## src/rtl/div_pkg.sv

```systemverilog
package div_pkg;
  typedef struct packed {
    logic load;     // capture operands, clear trial state
    logic step;     // decide one quotient bit
    logic finish;   // write the result registers
    logic zeroDiv;  // result is the divide-by-zero pattern
  } divCtrl_t;
endpackage

```

## src/rtl/div_control.sv

```systemverilog
module div_control
  import div_pkg::*;
#(
  parameter int WIDTH = 8,
  localparam int CNTW = (WIDTH > 1) ? $clog2(WIDTH) : 1
) (
  input  logic            clk,
  input  logic            rstN,
  input  logic            startValid,
  input  logic            divisorZero,
  output divCtrl_t        ctrl,
  output logic [CNTW-1:0] bitPos
);
  typedef enum logic [1:0] {StIdle, StRun, StZero} divState_t;
  divState_t state;

  always_comb begin
    ctrl         = '0;
    ctrl.load    = (state == StIdle) && startValid;
    ctrl.step    = (state == StRun);
    ctrl.zeroDiv = (state == StZero);
    ctrl.finish  = ((state == StRun) && (bitPos == '0)) || (state == StZero);
  end

  always_ff @(posedge clk or negedge rstN) begin
    if (!rstN) begin
      state  <= StIdle;
      bitPos <= '0;
    end else begin
      unique case (state)
        StIdle: if (startValid) begin
          state  <= divisorZero ? StZero : StRun;
          bitPos <= CNTW'(WIDTH - 1);
        end
        StRun: if (bitPos == '0) state <= StIdle;
               else bitPos <= bitPos - 1'b1;
        StZero: state <= StIdle;
        default: state <= StIdle;
      endcase
    end
  end

  // a running division walks down one bit position per clock
  assert_bit_walk_R1: assert property (@(posedge clk) disable iff (!rstN)
    (state == StRun && bitPos != '0) |=> (state == StRun && bitPos == $past(bitPos) - 1'b1));

  // a start during a run does not send the control back to the top bit
  assert_no_restart_R9: assert property (@(posedge clk) disable iff (!rstN)
    (state == StRun && bitPos != '0 && startValid) |=> (bitPos != CNTW'(WIDTH - 1)));
endmodule

```

## src/rtl/div_datapath.sv

```systemverilog
module div_datapath
  import div_pkg::*;
#(
  parameter int WIDTH = 8,
  localparam int CNTW  = (WIDTH > 1) ? $clog2(WIDTH) : 1,
  localparam int DIFFW = 2 * WIDTH + 1
) (
  input  logic             clk,
  input  logic             rstN,
  input  divCtrl_t         ctrl,
  input  logic [CNTW-1:0]  bitPos,
  input  logic [WIDTH-1:0] dividendMag,
  input  logic             dividendNeg,
  input  logic [WIDTH-1:0] divisorMag,
  input  logic             divisorNeg,
  output logic             doneValid,
  output logic [WIDTH-1:0] quotMag,
  output logic             quotNeg,
  output logic [WIDTH-1:0] remMag,
  output logic             remNeg,
  output logic             divZero
);
  logic [WIDTH-1:0] nReg, dReg, qReg;
  logic             nNegReg, dNegReg;
  logic [DIFFW-1:0] accDiff;      // dividend minus divisor times accepted quotient

  logic [WIDTH-1:0] trialQ, nextQ;
  logic [DIFFW-1:0] trialProd, trialDiff, nextAcc;
  logic             keepBit;

  always_comb begin
    trialQ    = qReg | (WIDTH'(1) << bitPos);
    trialProd = DIFFW'(dReg) * DIFFW'(trialQ);
    trialDiff = DIFFW'(nReg) - trialProd;
    keepBit   = !trialDiff[DIFFW-1];
    nextQ     = keepBit ? trialQ : qReg;
    nextAcc   = keepBit ? trialDiff : accDiff;
  end

  always_ff @(posedge clk or negedge rstN) begin
    if (!rstN) begin
      nReg <= '0; dReg <= '0; qReg <= '0;
      nNegReg <= 1'b0; dNegReg <= 1'b0;
      accDiff <= '0;
      doneValid <= 1'b0;
      quotMag <= '0; quotNeg <= 1'b0;
      remMag <= '0; remNeg <= 1'b0;
      divZero <= 1'b0;
    end else begin
      doneValid <= ctrl.finish;
      if (ctrl.load) begin
        nReg    <= dividendMag;
        dReg    <= divisorMag;
        nNegReg <= dividendNeg;
        dNegReg <= divisorNeg;
        qReg    <= '0;
        accDiff <= DIFFW'(dividendMag);
      end else if (ctrl.step) begin
        qReg    <= nextQ;
        accDiff <= nextAcc;
      end
      if (ctrl.finish) begin
        if (ctrl.zeroDiv) begin
          quotMag <= '1;
          quotNeg <= 1'b0;
          remMag  <= nReg;
          remNeg  <= nNegReg && (nReg != '0);
          divZero <= 1'b1;
        end else begin
          quotMag <= nextQ;
          quotNeg <= (nNegReg ^ dNegReg) && (nextQ != '0);
          remMag  <= nextAcc[WIDTH-1:0];
          remNeg  <= nNegReg && (nextAcc[WIDTH-1:0] != '0);
          divZero <= 1'b0;
        end
      end
    end
  end

  // the accepted difference never goes below zero during a run
  assert_acc_nonneg_R4: assert property (@(posedge clk) disable iff (!rstN)
    ctrl.step |-> !accDiff[DIFFW-1]);

  // the result satisfies quotient times divisor plus remainder equals dividend
  assert_identity_R3: assert property (@(posedge clk) disable iff (!rstN)
    (doneValid && !divZero) |->
      (DIFFW'(quotMag) * DIFFW'(dReg) + DIFFW'(remMag) == DIFFW'(nReg)));

  // the remainder is below the divisor
  assert_rem_below_R5: assert property (@(posedge clk) disable iff (!rstN)
    (doneValid && !divZero) |-> (remMag < dReg));

  // the quotient sign follows the operand signs
  assert_quot_sign_R6: assert property (@(posedge clk) disable iff (!rstN)
    (doneValid && !divZero) |-> (quotNeg == ((nNegReg ^ dNegReg) && quotMag != '0)));

  // the zero-divisor pattern
  assert_zero_pattern_R8: assert property (@(posedge clk) disable iff (!rstN)
    (doneValid && divZero) |-> (quotMag == '1 && !quotNeg && remMag == nReg && dReg == '0));

  // results hold between pulses
  assert_hold_R10: assert property (@(posedge clk) disable iff (!rstN)
    !ctrl.finish |=> ($stable(quotMag) && $stable(remMag) && $stable(divZero)));
endmodule

```

## src/rtl/mul_sub_divider.sv

```systemverilog
module mul_sub_divider
  import div_pkg::*;
#(
  parameter int WIDTH = 8
) (
  input  logic             clk,
  input  logic             rstN,
  input  logic             startValid,
  input  logic [WIDTH-1:0] dividendMag,
  input  logic             dividendNeg,
  input  logic [WIDTH-1:0] divisorMag,
  input  logic             divisorNeg,
  output logic             doneValid,
  output logic [WIDTH-1:0] quotMag,
  output logic             quotNeg,
  output logic [WIDTH-1:0] remMag,
  output logic             remNeg,
  output logic             divZero
);
  localparam int CNTW = (WIDTH > 1) ? $clog2(WIDTH) : 1;

  divCtrl_t        ctrl;
  logic [CNTW-1:0] bitPos;

  div_control #(.WIDTH(WIDTH)) uControl (
    .clk         (clk),
    .rstN        (rstN),
    .startValid  (startValid),
    .divisorZero (divisorMag == '0),
    .ctrl        (ctrl),
    .bitPos      (bitPos)
  );

  div_datapath #(.WIDTH(WIDTH)) uDatapath (
    .clk         (clk),
    .rstN        (rstN),
    .ctrl        (ctrl),
    .bitPos      (bitPos),
    .dividendMag (dividendMag),
    .dividendNeg (dividendNeg),
    .divisorMag  (divisorMag),
    .divisorNeg  (divisorNeg),
    .doneValid   (doneValid),
    .quotMag     (quotMag),
    .quotNeg     (quotNeg),
    .remMag      (remMag),
    .remNeg      (remNeg),
    .divZero     (divZero)
  );
endmodule

```

## config.mk

```make
export PLATFORM = sky130hd
export DESIGN_NAME = mul_sub_divider
export DESIGN_NICKNAME = d
export VERILOG_FILES = /design/src/rtl/div_pkg.sv /design/src/rtl/div_control.sv /design/src/rtl/div_datapath.sv /design/src/rtl/mul_sub_divider.sv
export SDC_FILE = /design/constraint.sdc
export NUM_CORES = 1
export LEC_CHECK = 0
export ABC_AREA = 0
export ABC_CLOCK_PERIOD_IN_PS = 5300
export CAP_MARGIN = 30
export CORE_MARGIN = 5
export CORE_UTILIZATION = 40
export DETAILED_ROUTE_END_ITERATION = 8
export SLEW_MARGIN = 10
export SYNTH_ARGS = -nofsm -noshare
export SYNTH_HDL_FRONTEND = slang
export SYNTH_SLANG_ARGS = --single-unit
```

## constraint.sdc

```tcl
create_clock -name clk -period 5.3 [get_ports clk]
set_input_delay 1.59 -clock clk [delete_from_list [all_inputs] [get_ports clk]]
set_output_delay 1.59 -clock clk [all_outputs]
set_load 0.01 [all_outputs]
```

==> summary.md <==
| Metric | Value |
|---|---|
| Final setup violation count | 0 |
| Cts hold-fix bufs | 0 |
| Worst Path Required | 5.50 ns |
| Die W | 123 µm |
| WHS Endpoint | uDatapath.divZero$_DFFE_PN0P_ |
| Reg2reg path depth | 21 |
| Clock Sinks | 59 |
| Final net count | 741 |
| Synth top area share | 29.1% |
| Finished Core Util | 50.3% |
| Reg2Reg Setup Slack | 0.14 ns |
| Die height | 123 µm |
| Synth Cell Area | 0.00508 mm² |
| WL/cell | 16.3 µm |
| Slew @ Worst Pin | 0.834 ns |
| Placed Cells | 782 |
| First-pass GRT wire length | 21.4 mm |
| Top cells by area, synth | dfrtp_1 (29%), fa_1 (17%), ha_1 (12%), nand2_1 (8.5%), inv_1 (5.2%) |
| Tcrit/Tclk final | 97.4% |
| Final Non-Filler Cells | 804 |
| I/O Buffers | 40 |
| Worst setup path class | register to register |
| H-tree levels | 3 |
| Number of synthesized flops with an enable pin | 0 |
| CTS tree | done |
| # IOs | 41 |
| Reg2reg start | uControl.bitPos[0]$_DFFE_PN0P_ |
| Antenna violations before repair | 0 |
| Worst min path class | register to register |
| Synth Area in Compound Gates | 12.5% |
| Period minus WS final | 5.16 ns |
| Vias in the first global route | 4237 |
| Rel. slew slack | 44.0% |
| Synth-to-layout area growth | 24.1% |
| Ys async rst share | 100% |
| Drt via density | 5.14 |
| Post-synthesis adder-cell area fraction | 29.2% |
| Die area | 0.0151 mm² |
| Final Skew | 0.00564 ns |
| Reg clk slew, reported paths | 0.05 ns |
| Final HPWL from detailed placement | 10.4 mm |
| Placer Congestion | 0.904 |
| Row count | 41 |
| Worst Hold Depth | 2 |
| Most common library cell in the layout ignoring fill and taps | nand2_1 |
| Top cell type by total area after synthesis | dfrtp_1 |
| Worst hold start | uDatapath.divZero$_DFFE_PN0P_ |
| Synth Area in XOR/XNOR | 1.75% |
| GR Overflow Total | 0 |
| Mean Syn Cell Area | 8.99 µm² |
| Most frequent cells in the layout | nand2_1 (114), inv_1 (67), dfrtp_1 (56) |
| Starting Density | 40.6% |
| Largest net degree at the start of global routing | 60 |
| Worst r2r dst | uDatapath.accDiff[3]$_DFFE_PN0P_ |
| Num CTS Buffers | 9 |
| Status | finished, final reports clean |
| Syn Inst Count | 565 |
| Clk buf depth | 2 |
| Element type at the critical path end | register |
| Clk root buf | clkbuf_16 |
| Total track usage | 18.2% |
| Largest family of logic cells by synthesized area | adder cells |
| Share of cells above drive strength 1 | 12.5% |
| Netlist cell types | 46 |
| Worst-path maximum fanout | 5 |
| Fin. Hold Viols | 0 |
| Routed Antenna Nets | 0 |
| Yosys reg bits | 59 |
| Vias | 4135 |
| Worst Setup Start Kind | register |
| Warning count from the yosys run | 0 |
| Max Clock Freq | 0.194 GHz |
| Register area share after synthesis | 29.1% |
| Slew Viols, Final | 0 |
| Diode count | 0 |
| Synth Area in Simple Gates | 18.7% |
| Post-synthesis mux area share | 1.97% |
| Routed wire length | 13.1 mm |
| Drt pass-1 iters | 4 |
| WP data arrival | 5.36 ns |
| Synth Flop Type | dfrtp_1 |
| First-iteration detailed-routing DRC count | 334 |
| Core Area | 0.0125 mm² |
| Skew-Pair Late Insertion Delay | 0.33 ns |
| DRC | 0 |
| Net Count, Synth | 678 |
| Total of max-cap violations | 0 |
## Yosys cell counts, drive strengths merged (2+ instances only)
library cell    n
o2bb2ai         2
a21oi          25
nor2           25
inv            71
dfrtp          59
xor2            4
o211ai          9
mux2i          10
a22oi           6
a21boi          8
o21ai          23
and2           31
fa             44
xnor2           4
nor2b           8
nor4            8
a21o            9
and3            6
buf             6
nor3            5
or3             3
a32oi           2
o21a            2
clkbuf         14
ha             48
nand3           5
nand2         116
## cells by family (layout without fill, tap and decap cells)
family	count (synthesis)	count (layout)
xor gates and xnor gates	8	8
muxes	10	10
DFF	59	59
AOI/OAI and AO/OA	96	96
and+or+nand+nor	209	209
adders and majority gates	92	92
buffers and inverters	91	158
## timing repair
action	4_1_cts	5_1_grt
pin swaps	5	17
setup buffers	2	4
resized for setup	10	32
endpoints found under the setup margin	12	30
cloned	0	0
## state kept, by name, indices dropped and copies added (netlist names)
name                 count
uDatapath.accDiff        8
uDatapath.dReg           8
uDatapath.nReg           8
uDatapath.qReg           8
uDatapath.quotMag        8
uDatapath.remMag         8
uControl.bitPos          3
uControl.state           2
uDatapath.dNegReg        1
uDatapath.divZero        1
uDatapath.doneValid      1
uDatapath.nNegReg        1
uDatapath.quotNeg        1
uDatapath.remNeg         1
## area by class of cell
| class | count | area, µm² |
|---|---|---|
| inverters | 71 | 272 |
| clock inverters | 3 | 15.0 |
| well taps | 172 | 215 |
| repair buffers | 72 | 674 |
| multi-input cells | 415 | 3400 |
| flip-flops and latches | 59 | 1480 |
| fillers | 1228 | 6220 |
| clock buffers | 12 | 246 |
## worst max-delay path, cell delays in order (launching register included)
cell	delay [ns]
dfrtp_2	0.46
inv_4	0.08
ha_4	0.17
a21o_1	0.21
and2_4	0.17
fa_1	0.47
fa_1	0.53
inv_1	0.06
fa_1	0.53
inv_1	0.05
fa_1	0.51
inv_2	0.05
ha_4	0.23
a21oi_2	0.11
o21ai_1	0.09
a221oi_2	0.25
buf_4	0.16
o21ai_4	0.08
xnor2_4	0.26
buf_6	0.19
mux2i_2	0.24
o211ai_1	0.13
## worst max path at each step
stage | slack, ns | cells after the start | endpoint | from
floorplan | 0.10 | 19 | uDatapath.remNeg$_DFFE_PN0P_ | uControl.bitPos[0]$_DFFE_PN0P_
global placement | -0.01 | 20 | uDatapath.remNeg$_DFFE_PN0P_ | uControl.bitPos[0]$_DFFE_PN0P_
detailed placement | -0.1 | 20 | uDatapath.remNeg$_DFFE_PN0P_ | uControl.bitPos[0]$_DFFE_PN0P_
CTS | 0.02 | 19 | uDatapath.quotNeg$_DFFE_PN0P_ | uControl.bitPos[1]$_DFFE_PN0P_
global route | -0.07 | 21 | uDatapath.accDiff[3]$_DFFE_PN0P_ | uControl.bitPos[0]$_DFFE_PN0P_
finish | 0.14 | 21 | uDatapath.accDiff[3]$_DFFE_PN0P_ | uControl.bitPos[0]$_DFFE_PN0P_
## stage by stage
step	hold WS (ns)	setup TNS [ns]	setup slack, ns	area (µm²)
finish	0.505	0	0.138	6300
CTS	0.501	0	0.0150	6110
global placement	0.480	-0.0143	-0.0143	5790
detailed placement	0.486	-0.532	-0.0989	5800
floorplan	0.465	0	0.104	5080
global route	0.529	-0.462	-0.0671	6300
## metal layers
layer	GRT usage [%]	routed length (µm)	share of wire (%)	vias to the layer above
met5	0	0	0	-
li1	-	-	-	1982
met3	3.59	609	4.6	10
met1	24.6	5790	44	2052
met2	30.4	6630	50	91
met4	3.64	112	0.85	0
Power is not shown: default switching activity piles up to over one toggle a cycle in this logic, so the estimate is an artifact.
